## config.mk

```make
export PLATFORM = sky130hd
export DESIGN_NAME = ppc_attr_regfile
export DESIGN_NICKNAME = d
export VERILOG_FILES = /design/src/rtl/ppc_attr_pkg.sv /design/src/rtl/ppc_attr_decode.sv /design/src/rtl/ppc_attr_ctrl.sv /design/src/rtl/ppc_attr_regfile.sv
export SDC_FILE = /design/constraint.sdc
export NUM_CORES = 1
export LEC_CHECK = 0
export BUFFER_PORTS_ARGS = -buffer_cell sky130_fd_sc_hd__buf_2
export CAP_MARGIN = 5
export CELL_PAD_IN_SITES_DETAIL_PLACEMENT = 0
export CELL_PAD_IN_SITES_GLOBAL_PLACEMENT = 1
export CORE_UTILIZATION = 35
export CTS_BUF_LIST = sky130_fd_sc_hd__clkbuf_16
export DETAILED_ROUTE_END_ITERATION = 7
export PLACE_DENSITY_LB_ADDON = 0.1
export SETUP_SLACK_MARGIN = 0.3
export SLEW_MARGIN = 20
export SYNTH_ARGS = -nofsm -noshare
export SYNTH_HDL_FRONTEND = slang
export SYNTH_HIERARCHICAL = 1
export SYNTH_SLANG_ARGS = --single-unit
```

## constraint.sdc

```tcl
create_clock -name clk_i -period 3.4 [get_ports clk_i]
set_input_delay 0.17 -clock clk_i [delete_from_list [all_inputs] [get_ports clk_i]]
set_output_delay 0.17 -clock clk_i [all_outputs]
set_load 0.005 [all_outputs]
```

## src/rtl/ppc_attr_pkg.sv

```systemverilog
package ppc_attr_pkg;
  localparam int N_INT     = 2;
  localparam int N_APB_EXP = 4;
  localparam int N_AHB_EXP = 4;
  localparam int APB_BASE  = N_INT;
  localparam int AHB_BASE  = N_INT + N_APB_EXP;
  localparam int N_CTRL    = N_INT + N_APB_EXP + N_AHB_EXP;
  localparam int CIDX_W    = $clog2(N_CTRL);

  typedef enum logic [1:0] {VEC_NONE, VEC_NS, VEC_SP, VEC_NSP} vec_kind_e;

  function automatic int ctrl_ports(int c, int p0, int p1, int pe);
    if (c == 0) return p0;
    if (c == 1) return p1;
    return pe;
  endfunction

  function automatic logic [7:0] id_byte(logic nsw, logic [3:0] n);
    case (n)
      4'd0:    return 8'h04;
      4'd4:    return nsw ? 8'h53 : 8'h52;
      4'd5:    return 8'hB8;
      4'd6:    return 8'h0B;
      4'd8:    return 8'h0D;
      4'd9:    return 8'hF0;
      4'd10:   return 8'h05;
      4'd11:   return 8'hB1;
      default: return 8'h00;
    endcase
  endfunction
endpackage

```

## src/rtl/ppc_attr_decode.sv

```systemverilog
module ppc_attr_decode
  import ppc_attr_pkg::*;
(
  input  logic              nsw_i,
  input  logic [11:2]       waddr_i,
  output vec_kind_e         kind_o,
  output logic [CIDX_W-1:0] ctrl_o,
  output logic              id_hit_o,
  output logic [7:0]        id_o
);
  logic [7:0] grp;
  logic [1:0] idx;
  logic [CIDX_W-1:0] k;
  logic [3:0] id_n;

  assign grp = waddr_i[11:4];
  assign idx = waddr_i[3:2];
  assign k   = CIDX_W'(idx);

  always_comb begin
    kind_o = VEC_NONE;
    ctrl_o = '0;
    unique case (grp)
      8'h06: if (!nsw_i) begin kind_o = VEC_NS; ctrl_o = CIDX_W'(AHB_BASE) + k; end
      8'h07: if (!nsw_i && idx < 2'(N_INT)) begin kind_o = VEC_NS; ctrl_o = k; end
      8'h08: if (!nsw_i) begin kind_o = VEC_NS; ctrl_o = CIDX_W'(APB_BASE) + k; end
      8'h0A: begin kind_o = nsw_i ? VEC_NSP : VEC_SP; ctrl_o = CIDX_W'(AHB_BASE) + k; end
      8'h0B: if (idx < 2'(N_INT)) begin kind_o = nsw_i ? VEC_NSP : VEC_SP; ctrl_o = k; end
      8'h0C: begin kind_o = nsw_i ? VEC_NSP : VEC_SP; ctrl_o = CIDX_W'(APB_BASE) + k; end
      default: ;
    endcase
  end

  // FD/FE/FF rows -> byte index 0..11
  assign id_hit_o = (grp == 8'hFD) || (grp == 8'hFE) || (grp == 8'hFF);
  assign id_n     = {grp[1:0] - 2'd1, idx};
  assign id_o     = id_hit_o ? id_byte(nsw_i, id_n) : 8'h00;
endmodule

```

## src/rtl/ppc_attr_ctrl.sv

```systemverilog
module ppc_attr_ctrl #(
  parameter int W     = 16,
  parameter int PORTS = 16
) (
  input  logic         clk_i,
  input  logic         rst_ni,
  input  logic         wr_ns_i,
  input  logic         wr_sp_i,
  input  logic         wr_nsp_i,
  input  logic [W-1:0] wdata_i,
  output logic [W-1:0] ns_o,
  output logic [W-1:0] sp_o,
  output logic [W-1:0] nsp_o,
  output logic [W-1:0] priv_o
);
  localparam logic [W:0]   ONE_AT = (W + 1)'(1) << PORTS;
  localparam logic [W-1:0] MASK   = ONE_AT[W-1:0] - W'(1);

  logic [W-1:0] wmask;
  assign wmask = wdata_i & MASK;

  always_ff @(posedge clk_i or negedge rst_ni) begin
    if (!rst_ni) begin
      ns_o  <= '0;
      sp_o  <= '0;
      nsp_o <= '0;
    end else begin
      if (wr_ns_i)  ns_o  <= wmask;
      if (wr_sp_i)  sp_o  <= wmask;
      if (wr_nsp_i) nsp_o <= wmask;
    end
  end

  for (genvar p = 0; p < W; p++) begin : g_port
    assign priv_o[p] = ns_o[p] ? nsp_o[p] : sp_o[p];
  end
endmodule

```

## src/rtl/ppc_attr_regfile.sv

```systemverilog
module ppc_attr_regfile
  import ppc_attr_pkg::*;
#(
  parameter int PORT_W     = 16,
  parameter int INT0_PORTS = 12,
  parameter int INT1_PORTS = 1,
  parameter int EXP_PORTS  = 16
) (
  input  logic                     clk_i,
  input  logic                     rst_ni,
  input  logic                     req_valid_i,
  input  logic                     req_write_i,
  input  logic                     req_nsw_i,
  input  logic [1:0]               req_size_i,
  input  logic [11:0]              req_addr_i,
  input  logic [31:0]              req_wdata_i,
  output logic [31:0]              rdata_o,
  output logic [N_CTRL*PORT_W-1:0] nonsec_o,
  output logic [N_CTRL*PORT_W-1:0] priv_o
);
  vec_kind_e         dec_kind;
  logic [CIDX_W-1:0] dec_ctrl;
  logic              dec_id_hit;
  logic [7:0]        dec_id;
  logic              wr_word;

  logic [PORT_W-1:0] ns_v  [N_CTRL];
  logic [PORT_W-1:0] sp_v  [N_CTRL];
  logic [PORT_W-1:0] nsp_v [N_CTRL];

  ppc_attr_decode u_dec (
    .nsw_i    (req_nsw_i),
    .waddr_i  (req_addr_i[11:2]),
    .kind_o   (dec_kind),
    .ctrl_o   (dec_ctrl),
    .id_hit_o (dec_id_hit),
    .id_o     (dec_id)
  );

  assign wr_word = req_valid_i && req_write_i && req_size_i[1];

  for (genvar c = 0; c < N_CTRL; c++) begin : g_ctrl
    logic sel;
    assign sel = wr_word && (dec_ctrl == CIDX_W'(c));
    ppc_attr_ctrl #(
      .W     (PORT_W),
      .PORTS (ctrl_ports(c, INT0_PORTS, INT1_PORTS, EXP_PORTS))
    ) u_ctrl (
      .clk_i    (clk_i),
      .rst_ni   (rst_ni),
      .wr_ns_i  (sel && dec_kind == VEC_NS),
      .wr_sp_i  (sel && dec_kind == VEC_SP),
      .wr_nsp_i (sel && dec_kind == VEC_NSP),
      .wdata_i  (req_wdata_i[PORT_W-1:0]),
      .ns_o     (ns_v[c]),
      .sp_o     (sp_v[c]),
      .nsp_o    (nsp_v[c]),
      .priv_o   (priv_o[c*PORT_W +: PORT_W])
    );
    assign nonsec_o[c*PORT_W +: PORT_W] = ns_v[c];
  end

  logic [31:0] rd_word, rd_shift, rd_lane;

  always_comb begin
    rd_word = '0;
    unique case (dec_kind)
      VEC_NS:  rd_word = 32'(ns_v[dec_ctrl]);
      VEC_SP:  rd_word = 32'(sp_v[dec_ctrl]);
      VEC_NSP: rd_word = 32'(nsp_v[dec_ctrl]);
      default: rd_word = dec_id_hit ? {24'h0, dec_id} : 32'h0;
    endcase
  end

  assign rd_shift = rd_word >> {req_addr_i[1:0], 3'b000};

  always_comb begin
    if (req_size_i[1])      rd_lane = rd_word;
    else if (req_size_i[0]) rd_lane = {16'h0, rd_shift[15:0]};
    else                    rd_lane = {24'h0, rd_shift[7:0]};
  end

  always_ff @(posedge clk_i or negedge rst_ni) begin
    if (!rst_ni)                          rdata_o <= '0;
    else if (req_valid_i && !req_write_i) rdata_o <= rd_lane;
  end
endmodule

```

==> metrics.cfg, run 1 <==
[sta]
headroom_to_the_max_slew_limit_pct = 35.1
worst-slew-pin-transition_ns = 0.974
finalCriticalPeriod_ns = 2.83
final-hold-violation-count = 0
drv_slew = 0
fin_tns_setup_ns = 0
unrepaired_setup_endpoints_after_global_routing = false
setup_violations = 0
timing.clock.skew_ns = 0.0170
postLayoutSetupSlackWorst_ns = 0.570
max_freq_ghz = 0.353
fin_crit_sh_pct = 83.2

[detailed_routing]
drt_pre_antenna_iters = 5
postRouteAntennaNets = 0
post-route-drc-count = 0
vias = 16500
drt_wirelength_um = 89400
routed_wire_length_per_instance_um = 28.4
post_drt_via_cell_ratio = 5.24
dr.first_iter.drc_count = 891

[synthesis]
ys_async_sr_fraction_pct = 100
synth_largest_area_cell = dfrtp_1
most_used_flip_flop_cell_after_synthesis = dfrtp_1
synth_top_area_share_pct = 43.8
synth_cell_types = 73
synth_common_cells = dfrtp_1, mux2_2, mux2_4
synth_seq_cells = 439
synth_enable_flop_cells = 0
synthesis.instances = 1728
ys_seq_area_share_pct = 43.8
yosysMostFrequentCell = dfrtp_1
avgSynthCellArea_sq_um = 14.5
synth.top_cells.by_area = dfrtp_1, mux2_4, mux2_2, mux4_2, mux2i_1
ys_warn_count = 6
syn-cell-area_sq_um = 25100

[finish]
fraction_of_final_layout_cells_sized_beyond_drive_strength_1_pct = 57.8
flow.area_growth_from_synthesis_pct = 19.7
final_area_sq_um = 30000
diodes = 0
final_std_cells_w_o_fill = 3144
nNetsFinal = 2215

[placed_design]
globalplace.congestion = 0.945
dp_cells = 3046
placement.cell_area_sq_um = 28300
dp_slack_ns = 0.0358
number_of_port_buffers = 332
place.detailed.hpwl_um = 64900

[floorplan]
die_width_um = 270
die_height_um = 270
die_area_sq_um = 72700
rows = 97
core_region_area_sq_um = 70400
design.portCount = 403
floorplan.initialDensity_pct = 35.6

[clocking]
max-clock-path-buffers = 3
postCtsSetupRepairBufs = 0
cts_resized = 0
worst_skew_pair.late_latency_ns = 0.62
clock_sink_count = 439
clock_tree.htree_level_count = 2
cts-root-buf = clkbuf_16
clkSlewWorstSetupHoldPaths_ns = 0.06
ctsHoldBuffers = 3
cts_inserted_buffers = 53
tritoncts = done

[setup_path]
critPathLaunchType = primary input
criticalPathCategory = primary input to register
worst-endpoint-arrival_ns = 3.34
critPathRequiredTime_ns = 3.91
timing.critical_path.fanout_max = 26
worstSetupEndpointType = register

[pwr]
vdd_drop_max_uv = 332
report.power.total_mw = 11.4
static-leakage-power_nw = 14.4
power.density_cell_area_nw_per_um2 = 381

[grt]
first_global_vias = 17500
grt-ovfl-total = 0
grt_antenna_before_repair = 4
maximum_number_of_pins_on_one_net_before_global_route_repair = 106
global_route_wire_length_before_repair_um = 130000
grt.total_usage_pct = 24.4

[worst_hold_path]
tightest_hold_check_type = primary input to register

[status]
outcome = finished clean

[job]
maxCapViolations = 0

[logic make-up (layout without fill, tap and decap cells)]
group	Yosys count	after routing	synth area share [%]
other	3	92	0.0449
xor gates and xnor gates	3	3	0.105
AOI/OAI and AO/OA	158	158	4.52
DFF	439	439	43.8
and+or+nand+nor	163	163	3.49
buffers and inverters	219	606	7.75
muxes	743	743	40.2
[registers in the layout, summed over array words and instances (netlist names)]
register             count
g_ctrl.u_ctrl/ns_o     141
rdata_o                 16
g_ctrl.u_ctrl/sp_o     141
g_ctrl.u_ctrl/nsp_o    141
[metrics by stage]
stage / utilization [%] / hold slack (ns)
2_1_floorplan: - / -0.126
3_3_place_gp: 40.2 / 0.331
3_5_place_dp: 40.2 / 0.341
4_1_cts: 42.6 / 0.00613
5_1_grt: 42.6 / 0.0380
6_report: 42.6 / 0.0228
[critical path, cell delays in order]
cell and delay [ns]:
buf_2 0.12, nor4_4 0.26, buf_4 0.19, nand2_2 0.12, a2111oi_4 0.45, buf_12 0.26, buf_12 0.24, nand2b_1 0.11
buf_4 0.22, o221ai_1 0.37, o311a_1 0.28, nor4_2 0.05, buf_4 0.17, a211oi_1 0.23
[power by group]
part / switching (mW) / leakage (nW) / internal, mW
clock: 2.35 / 0.877 / 3.24
sequential: 0.0289 / 6.12 / 5.25
combinational: 0.383 / 7.44 / 0.165
total: 2.76 / 14.4 / 8.66
[layer usage]
metal  vias up  global-route usage [%]  part of all wire [%]
li1       7154                       -                     -
met1      8808                    34.8                    47
met2       415                    38.7                    47
met3        95                    3.86                   4.2
met4         0                    5.86                   2.2
met5         -                       0                     0
[cells in the final DEF (no fill, tap or decap), types with 15 or more instances in the layout]
cell	instances
mux2i_1	87
a21oi_1	30
conb_1	92
mux4_2	71
o21ai_0	15
dfrtp_1	439
buf_12	45
buf_2	331
mux2_2	310
inv_1	25
mux2_4	273
nand2_1	24
nor2_2	28
buf_4	121
clkbuf_16	54
a22oi_1	28
nor2_1	34
[cell type report]
class / instances / area, sq um
inverters: 10 / 37.5
clock buffers: 54 / 1350
well taps: 940 / 1180
clock inverters: 41 / 333
multi-input cells: 1159 / 12600
flip-flops and latches: 439 / 11000
repair buffers: 501 / 3510
fillers: 6652 / 40400
[path summary, 6_finish.rpt]
kind                            slack [ns]  cells past startpoint                         to                startpoint
worst min register to register        0.48                      2                 rdata_o[9]                rdata_o[9]
worst min-delay path                  0.02                      4                 rdata_o[3]               req_write_i
max in group asynchronous             2.16                      3   g_ctrl[5].u_ctrl/ns_o[0]                    rst_ni
worst max-delay path                  0.57                     14                 rdata_o[1]            req_addr_i[11]
min in group asynchronous             0.21                      2  g_ctrl[4].u_ctrl/ns_o[13]                    rst_ni
worst max register to register        1.23                      7                 rdata_o[6]  g_ctrl[4].u_ctrl/ns_o[6]
Note: power is estimated with default switching activity, not from simulation.
==> run 2: changes to the inputs <==
ABC_AREA = 1   (was unset)
clock period = 2.7 ns   (was 3.4 ns; I/O delays follow)
==> run 2 against run 1 <==
The flow now finishes with violations (design-rule violations). Utilization down 0.29 points. Die area up 4.2%. Synthesized cell count up 130%. Combinational power up 25%. Via count up 54%. Routed wire length up 19%. Register-to-register slack worse by 0.34 ns. Critical path depth up 9. Worst setup slack worse by 0.086 ns. Critical endpoint unchanged.
==> metrics.cfg, run 2 <==
[status]
outcome = finished with violations  ; was finished clean
failed_checks = design-rule violations

[finish]
diodes = 0  ; unchanged
nNetsFinal = 4433  ; was 2215
flow.area_growth_from_synthesis_pct = 18.8  ; was 19.7%
most-common-layout-cells = nand2_1, dfrtp_1, buf_2, inv_1, nand3_1  ; was dfrtp_1, buf_2, mux2_2, mux2_4, buf_4
most_common_cell_after_layout_fill_and_taps_aside = nand2_1  ; was dfrtp_1
fraction_of_final_layout_cells_sized_beyond_drive_strength_1_pct = 14.6  ; was 57.8%
fin_util_pct = 42.3  ; was 42.6%
largestRegisters = g_ctrl.u_ctrl/ns_o (141), g_ctrl.u_ctrl/nsp_o (141), g_ctrl.u_ctrl/sp_o (141)  ; unchanged

[pwr]
report.power.total_mw = 14.2  ; was 11.4 mW
power.density_cell_area_nw_per_um2 = 459  ; was 381 nW/um^2
switching_power_mw = 3.55  ; was 2.76 mW
comb_power_share_pct = 4.8  ; about the same
static-leakage-power_nw = 18.4  ; was 14.4 nW
vdd_drop_max_uv = 417  ; was 332 uV
power.share.sequential_pct = 46.6  ; was 46.2%
power_switching_share_pct = 24.9  ; was 24.2%
power_report.internal_total_mw = 10.7  ; was 8.66 mW
clock_power_share_pct = 48.6  ; was 49.0%

[detailed_routing]
routed_wire_length_per_instance_um = 19.8  ; was 28.4 um
postRouteAntennaNets = 0  ; unchanged
vias = 25400  ; was 16500
post-route-drc-count = 18  ; was 0
post_drt_via_cell_ratio = 4.72  ; was 5.24
dr.first_iter.drc_count = 2125  ; was 891
drt_pre_antenna_iters = 8  ; was 5
drt_wirelength_um = 106000  ; was 89400 um

[sta]
fin_tns_setup_ns = 0  ; unchanged
finalCriticalPeriod_ns = 2.22
max_freq_ghz = 0.451
drv_slew = 0  ; unchanged
unrepaired_setup_endpoints_after_global_routing = false  ; unchanged
timing.clock.skew_ns = 0.0278  ; was 0.0170 ns
fin_crit_sh_pct = 82.0
postLayoutSetupSlackWorst_ns = 0.485  ; was 0.570 ns
headroom_to_the_max_slew_limit_pct = 41.8  ; was 35.1%
setup_violations = 0  ; unchanged
worst-slew-pin-transition_ns = 0.874  ; was 0.974 ns
final-hold-violation-count = 0  ; unchanged

[grt]
maximum_number_of_pins_on_one_net_before_global_route_repair = 60  ; was 106
grt.total_usage_pct = 28.0  ; was 24.4%
grt_antenna_before_repair = 0  ; was 4
global_route_wire_length_before_repair_um = 156000  ; was 130000 um
first_global_vias = 23900  ; was 17500
grt-ovfl-total = 0  ; unchanged

[clocking]
clock_sink_count = 439  ; unchanged
cts-root-buf = clkbuf_16  ; unchanged
clock_tree.htree_level_count = 2  ; unchanged
clkSlewWorstSetupHoldPaths_ns = 0.06  ; about the same
cts_inserted_buffers = 54  ; was 53
worst_skew_pair.late_latency_ns = 0.62  ; about the same
max-clock-path-buffers = 3  ; unchanged
tritoncts = done  ; unchanged

[synthesis]
synth_enable_flop_cells = 0  ; unchanged
post_synth_mux_area_share_pct = 0  ; was 40.2%
avgSynthCellArea_sq_um = 6.55  ; was 14.5 sq um
synth_cell_types = 34  ; was 73
synth_simple_gate_area_share_pct = 45.1  ; was 3.49%
synthesis.instances = 3987  ; was 1728
syn-cell-area_sq_um = 26100  ; was 25100 sq um
ys_async_sr_fraction_pct = 100  ; unchanged
yosysMostFrequentCell = nand2_1  ; was dfrtp_1
synth_largest_area_cell = dfrtp_1  ; unchanged
synth_common_cells = nand2_1, dfrtp_1, inv_1  ; was dfrtp_1, mux2_2, mux2_4
synth_area_in_compound_gates_pct = 0.906  ; was 4.52%
ys_warn_count = 6  ; unchanged
ys_seq_area_share_pct = 42.1  ; was 43.8%
synth_top_area_share_pct = 42.1  ; was 43.8%
most_used_flip_flop_cell_after_synthesis = dfrtp_1  ; unchanged
synth_seq_cells = 439  ; unchanged
synth-xor-area-share_pct = 0  ; was 0.105%
synth_top_family_by_area = simple AND/OR/NAND/NOR gates  ; was multiplexers
synth.top_cells.by_area = dfrtp_1, nand2_1, buf_6, buf_4, nand3_1  ; was dfrtp_1, mux2_4, mux2_2, mux4_2, mux2i_1
synthAdderAreaFrac_pct = 0  ; unchanged

[placed_design]
globalplace.congestion = 0.918  ; was 0.945
place.detailed.hpwl_um = 80700  ; was 64900 um
number_of_port_buffers = 332  ; unchanged
dp_slack_ns = -0.102  ; was 0.0358 ns

[setup_path]
timing.critical_path.fanout_max = 21  ; was 26
worst-endpoint-arrival_ns = 2.74  ; was 3.34 ns
critPathLaunchType = primary input  ; unchanged
worstSetupEndpointType = register  ; unchanged
critPathRequiredTime_ns = 3.23  ; was 3.91 ns
criticalPathCategory = primary input to register  ; unchanged

[floorplan]
design.portCount = 403  ; unchanged
rows = 99  ; was 97
die_height_um = 275  ; was 270 um
floorplan.initialDensity_pct = 35.6  ; about the same
die_width_um = 275  ; was 270 um
core_region_area_sq_um = 73300  ; was 70400 sq um
die_area_sq_um = 75700  ; was 72700 sq um

[job]
maxCapViolations = 0  ; unchanged

[worst_hold_path]
tightest_hold_check_type = primary input to register  ; unchanged

## run 2: changes by cell type after synthesis, moves of 25 or more
cell	delta
nand2_1	+2748
mux2_2	-310
nand3_1	+137
inv_1	+157
inv_6	+25
mux4_2	-71
a22oi_1	-28
buf_6	+56
mux2i_1	-87
buf_12	-27
mux2_4	-273
## run 2: cell type report
type,instances,area (sq um)
clock inverter,41,246
timing repair buffer,517,3930
clock buffer,55,1380
multi-input combinational,3163,12400
inverter,207,910
tap,959,1200
fill,7985,42300
sequential,439,11000
## run 2: cells by family (layout without fill, tap and decap cells)
group,Yosys count,in the layout
DFF,439,439
and+or+nand+nor,3034,3034
other,3,92
buffers and inverters,474,820
AOI/OAI and AO/OA,37,37
## run 2: routing by layer
layer / wire (um) / global-route usage (%)
met5: 0 / 0
met4: 3300 / 8.65
met3: 5010 / 2.92
met2: 51400 / 47.5
met1: 46600 / 37.3
## run 2: final timing paths
path	from	endpoint	slack, ns	cells past startpoint
worst max-delay path	req_addr_i[4]	rdata_o[1]	0.48	23
worst min-delay path	req_wdata_i[6]	g_ctrl[4].u_ctrl/ns_o[6]	0.02	3
worst max register to register	g_ctrl[4].u_ctrl/ns_o[3]	rdata_o[3]	0.89	12
worst min register to register	g_ctrl[2].u_ctrl/sp_o[7]	g_ctrl[2].u_ctrl/sp_o[7]	0.50	2
max in group asynchronous	rst_ni	g_ctrl[8].u_ctrl/ns_o[0]	1.63	4
min in group asynchronous	rst_ni	g_ctrl[4].u_ctrl/ns_o[9]	0.07	2
## run 2: power by group through the flow
stage	combinational, mW	sequential, mW	clock, mW
5_1_grt	0.761	6.64	7.32
3_5_place_dp	0.688	6.76	0
3_3_place_gp	0.689	6.76	0
6_report	0.684	6.64	6.91
2_1_floorplan	0.309	6.74	0
4_1_cts	0.692	6.64	7.06
## run 2: through the flow
stage | instances | instance area, sq um | hold slack (ns)
detailed placement | 5283 | 29400 | 0.158
global route | 5381 | 31000 | 0.0322
finish | 5381 | 31000 | 0.0231
CTS | 5381 | 31000 | 0.00612
floorplan | 4076 | 26400 | -0.161
global placement | 5283 | 29400 | 0.158
## run 2: critical path: stages
cell,delay (ns)
buf_2,0.12
inv_1,0.09
nand2_2,0.09
nor2_1,0.23
nand3_1,0.11
nand2_1,0.07
nor2_1,0.06
nand2_4,0.15
buf_4,0.32
buf_4,0.25
nand2_1,0.07
nand2_1,0.06
nand2_1,0.04
nand2_1,0.08
nand2_1,0.05
nand3b_1,0.08
nand2_1,0.05
nor2_1,0.21
buf_4,0.20
nor2_1,0.04
nor2_1,0.08
nand2_1,0.06
nand2_1,0.05
## run 2: timing repair
item / CTS / global route
gates resized for setup: 0 / 1
buffers inserted: 0 / 0
hold buffers: 2 / 0
hold endpoints to repair: 242 / 0
setup endpoints to repair: 0 / 2
==> run 3: changes to the inputs <==
ABC_AREA = 0   (was 1)
clock period = 1.8 ns   (was 2.7 ns; I/O delays follow)
==> run 3 against run 2 <==
Highest routed layer is now met5. Sequential share of layout area is 4.2 points lower. Largest cell class unchanged. Non-clock buffer count is 359 higher. Final area is 14% higher. The run ends with negative setup slack left. Largest power group unchanged. Via count is 28% lower. Worst setup slack worse by 1.2 ns. First-iteration DRC count is 38% lower. Utilization is 7.7 points higher. Critical path type unchanged. Count of clock-buffer cells in the layout is 2 lower.
==> metrics.cfg, run 3 (same netlist as run 1, synthesis figures left out) <==
[sta]
max_freq_ghz = 0.405
fin_tns_setup_ns = -189.10  ; was 0 ns
unrepaired_setup_endpoints_after_global_routing = true  ; was false
finalCriticalPeriod_ns = 2.47
setup_violations = 441  ; was 0
worst-slew-pin-transition_ns = 0.734  ; was 0.874 ns
headroom_to_the_max_slew_limit_pct = 51.1  ; was 41.8%
timing.clock.skew_ns = 0.0308  ; was 0.0278 ns
final-hold-violation-count = 0  ; unchanged
fin_crit_sh_pct = 137
drv_slew = 0  ; unchanged
postLayoutSetupSlackWorst_ns = -0.668  ; was 0.485 ns

[pwr]
power_switching_share_pct = 24.7  ; was 24.9%
power.share.sequential_pct = 46.7  ; was 46.6%
comb_power_share_pct = 5.9  ; was 4.8%
power.density_cell_area_nw_per_um2 = 607  ; was 459 nW/um^2
vdd_drop_max_uv = 589  ; was 417 uV
power_report.internal_total_mw = 16.1  ; was 10.7 mW
switching_power_mw = 5.29  ; was 3.55 mW
clock_power_share_pct = 47.4  ; was 48.6%
static-leakage-power_nw = 17.0  ; was 18.4 nW

[finish]
nNetsFinal = 2589  ; was 4433
fraction_of_final_layout_cells_sized_beyond_drive_strength_1_pct = 68.1  ; was 14.6%
flow.area_growth_from_synthesis_pct = 40.6  ; was 18.8%
largestRegisters = g_ctrl.u_ctrl/ns_o (141), g_ctrl.u_ctrl/nsp_o (141), g_ctrl.u_ctrl/sp_o (141)  ; unchanged
most_common_cell_after_layout_fill_and_taps_aside = dfrtp_1  ; was nand2_1
most-common-layout-cells = dfrtp_1, mux2_4, buf_4, buf_2, mux2_2  ; was nand2_1, dfrtp_1, buf_2, inv_1, nand3_1
fill_cells = 6261  ; was 7985
final_std_cells_w_o_fill = 3520  ; was 5381

[clocking]
cts-root-buf = clkbuf_16  ; unchanged
clkSlewWorstSetupHoldPaths_ns = 0.06  ; about the same
clock_sink_count = 439  ; unchanged
tritoncts = done  ; unchanged
cts_inserted_buffers = 52  ; was 54
worst_skew_pair.late_latency_ns = 0.62  ; about the same
max-clock-path-buffers = 3  ; unchanged
clock_tree.htree_level_count = 2  ; unchanged

[detailed_routing]
routed_wire_length_per_instance_um = 28.9  ; was 19.8 um
vias = 18400  ; was 25400
postRouteAntennaNets = 0  ; unchanged
post-route-drc-count = 0  ; was 18
post_drt_via_cell_ratio = 5.22  ; was 4.72
drt_wirelength_um = 102000  ; was 106000 um
drt_pre_antenna_iters = 7  ; was 8
dr.first_iter.drc_count = 1317  ; was 2125

[grt]
maximum_number_of_pins_on_one_net_before_global_route_repair = 82  ; was 60
first_global_vias = 19200  ; was 23900
grt_antenna_before_repair = 5  ; was 0
grt-ovfl-total = 0  ; unchanged
global_route_wire_length_before_repair_um = 145000  ; was 156000 um
grt.total_usage_pct = 27.5  ; was 28.0%

[floorplan]
die_height_um = 270  ; was 275 um
rows = 97  ; was 99
design.portCount = 403  ; unchanged
floorplan.initialDensity_pct = 35.6  ; about the same
die_area_sq_um = 72700  ; was 75700 sq um
die_width_um = 270  ; was 275 um
core_region_area_sq_um = 70400  ; was 73300 sq um

[setup_path]
worstSetupEndpointType = register  ; unchanged
timing.rr.start = g_ctrl[5].u_ctrl/ns_o[7]  ; was g_ctrl[4].u_ctrl/ns_o[3]
crit-reg2reg-capture = rdata_o[7]  ; was rdata_o[3]
setup.reg_to_reg.worst_slack_ns = -0.21  ; was 0.89 ns
criticalPathCategory = primary input to register  ; unchanged
worst-r2r-cell-count = 6  ; was 12
worst-endpoint-arrival_ns = 2.94  ; was 2.74 ns
critPathLaunchType = primary input  ; unchanged
timing.critical_path.fanout_max = 6  ; was 21
critPathRequiredTime_ns = 2.27  ; was 3.23 ns

[placed_design]
dp_slack_ns = -1.53  ; was -0.102 ns
dp_cells = 3290  ; was 5283
number_of_port_buffers = 332  ; unchanged
globalplace.congestion = 0.980  ; was 0.918
place.detailed.hpwl_um = 72600  ; was 80700 um

[worst_hold_path]
hold_path_end = rdata_o[8]  ; was g_ctrl[4].u_ctrl/ns_o[6]
tightest_hold_check_type = primary input to register  ; unchanged
worst_hold_startpoint = req_size_i[0]  ; was req_wdata_i[6]
whs_path_depth = 4  ; was 3

[job]
maxCapViolations = 0  ; unchanged

[status]
failed_checks = negative setup slack  ; was design-rule violations
outcome = finished with violations  ; unchanged

==> run 3: cell type report <==
type	count	area, sq um	share of cell area, %
clock inverters	40	269	0.764
flip-flops and latches	439	11000	31.2
inverters	10	40.0	0.114
repair buffers	876	7580	21.5
well taps	940	1180	3.34
clock buffers	53	1330	3.77
multi-input cells	1159	13800	39.3
diodes	3	7.51	0.0213
==> run 3: worst max-delay path, cell delays in order <==
cell      delay, ns
buf_6          0.10
nor4_4         0.35
buf_4          0.18
nand3_2        0.09
o21ai_4        0.17
buf_12         0.18
buf_12         0.13
buf_16         0.13
mux4_2         0.54
a22oi_2        0.36
a21oi_2        0.12
a221oi_2       0.26
buf_4          0.18
a211oi_2       0.04
==> run 3: what timing repair did <==
action,in CTS,in global routing
pin swaps,65,45
hold buffers,5,0
buffers inserted,91,23
endpoints found under the setup margin,580,580
gates resized for setup,270,96
hold endpoints to repair,441,0
gates cloned,15,0
==> run 3: per-layer routing <==
metal	share of wire (%)	vias up	global-route usage, %
met2	47	561	44.0
met3	4.3	141	3.25
met5	0.013	-	0
met4	3.1	2	7.89
met1	46	9748	39.0
li1	-	7909	-
==> run 3: worst max path at each step <==
| stage | from | end | slack, ns | cells after the start |
|---|---|---|---|---|
| CTS | req_addr_i[11] | rdata_o[7] | -0.61 | 16 |
| detailed placement | req_addr_i[9] | rdata_o[1] | -1.53 | 11 |
| finish | req_addr_i[10] | rdata_o[7] | -0.67 | 14 |
| global route | req_addr_i[10] | rdata_o[7] | -0.70 | 14 |
| global placement | req_addr_i[9] | rdata_o[1] | -1.58 | 11 |
| floorplan | req_addr_i[9] | g_ctrl[8].u_ctrl/nsp_o[10] | -0.70 | 10 |
==> run 3: power by group through the flow <==
stage | Sequential [mW] | Combinational (mW) | Clock, mW
floorplan | 10.1 | 0.494 | 0
global placement | 10.2 | 1.11 | 0
detailed placement | 10.2 | 1.12 | 0
CTS | 9.98 | 1.21 | 10.4
global route | 9.97 | 1.36 | 10.7
finish | 9.98 | 1.27 | 10.1
==> run 3: through the flow <==
| step | util (%) | cell area (sq um) | power [mW] | hold slack [ns] |
|---|---|---|---|---|
| floorplan | - | 25700 | 10.6 | -0.206 |
| global placement | 43.3 | 30500 | 11.3 | -0.0133 |
| detailed placement | 43.3 | 30500 | 11.3 | -0.0132 |
| CTS | 49.1 | 34600 | 21.6 | 0.0247 |
| global route | 50.0 | 35200 | 22.1 | 0.0797 |
| finish | 50.0 | 35200 | 21.4 | 0.0563 |
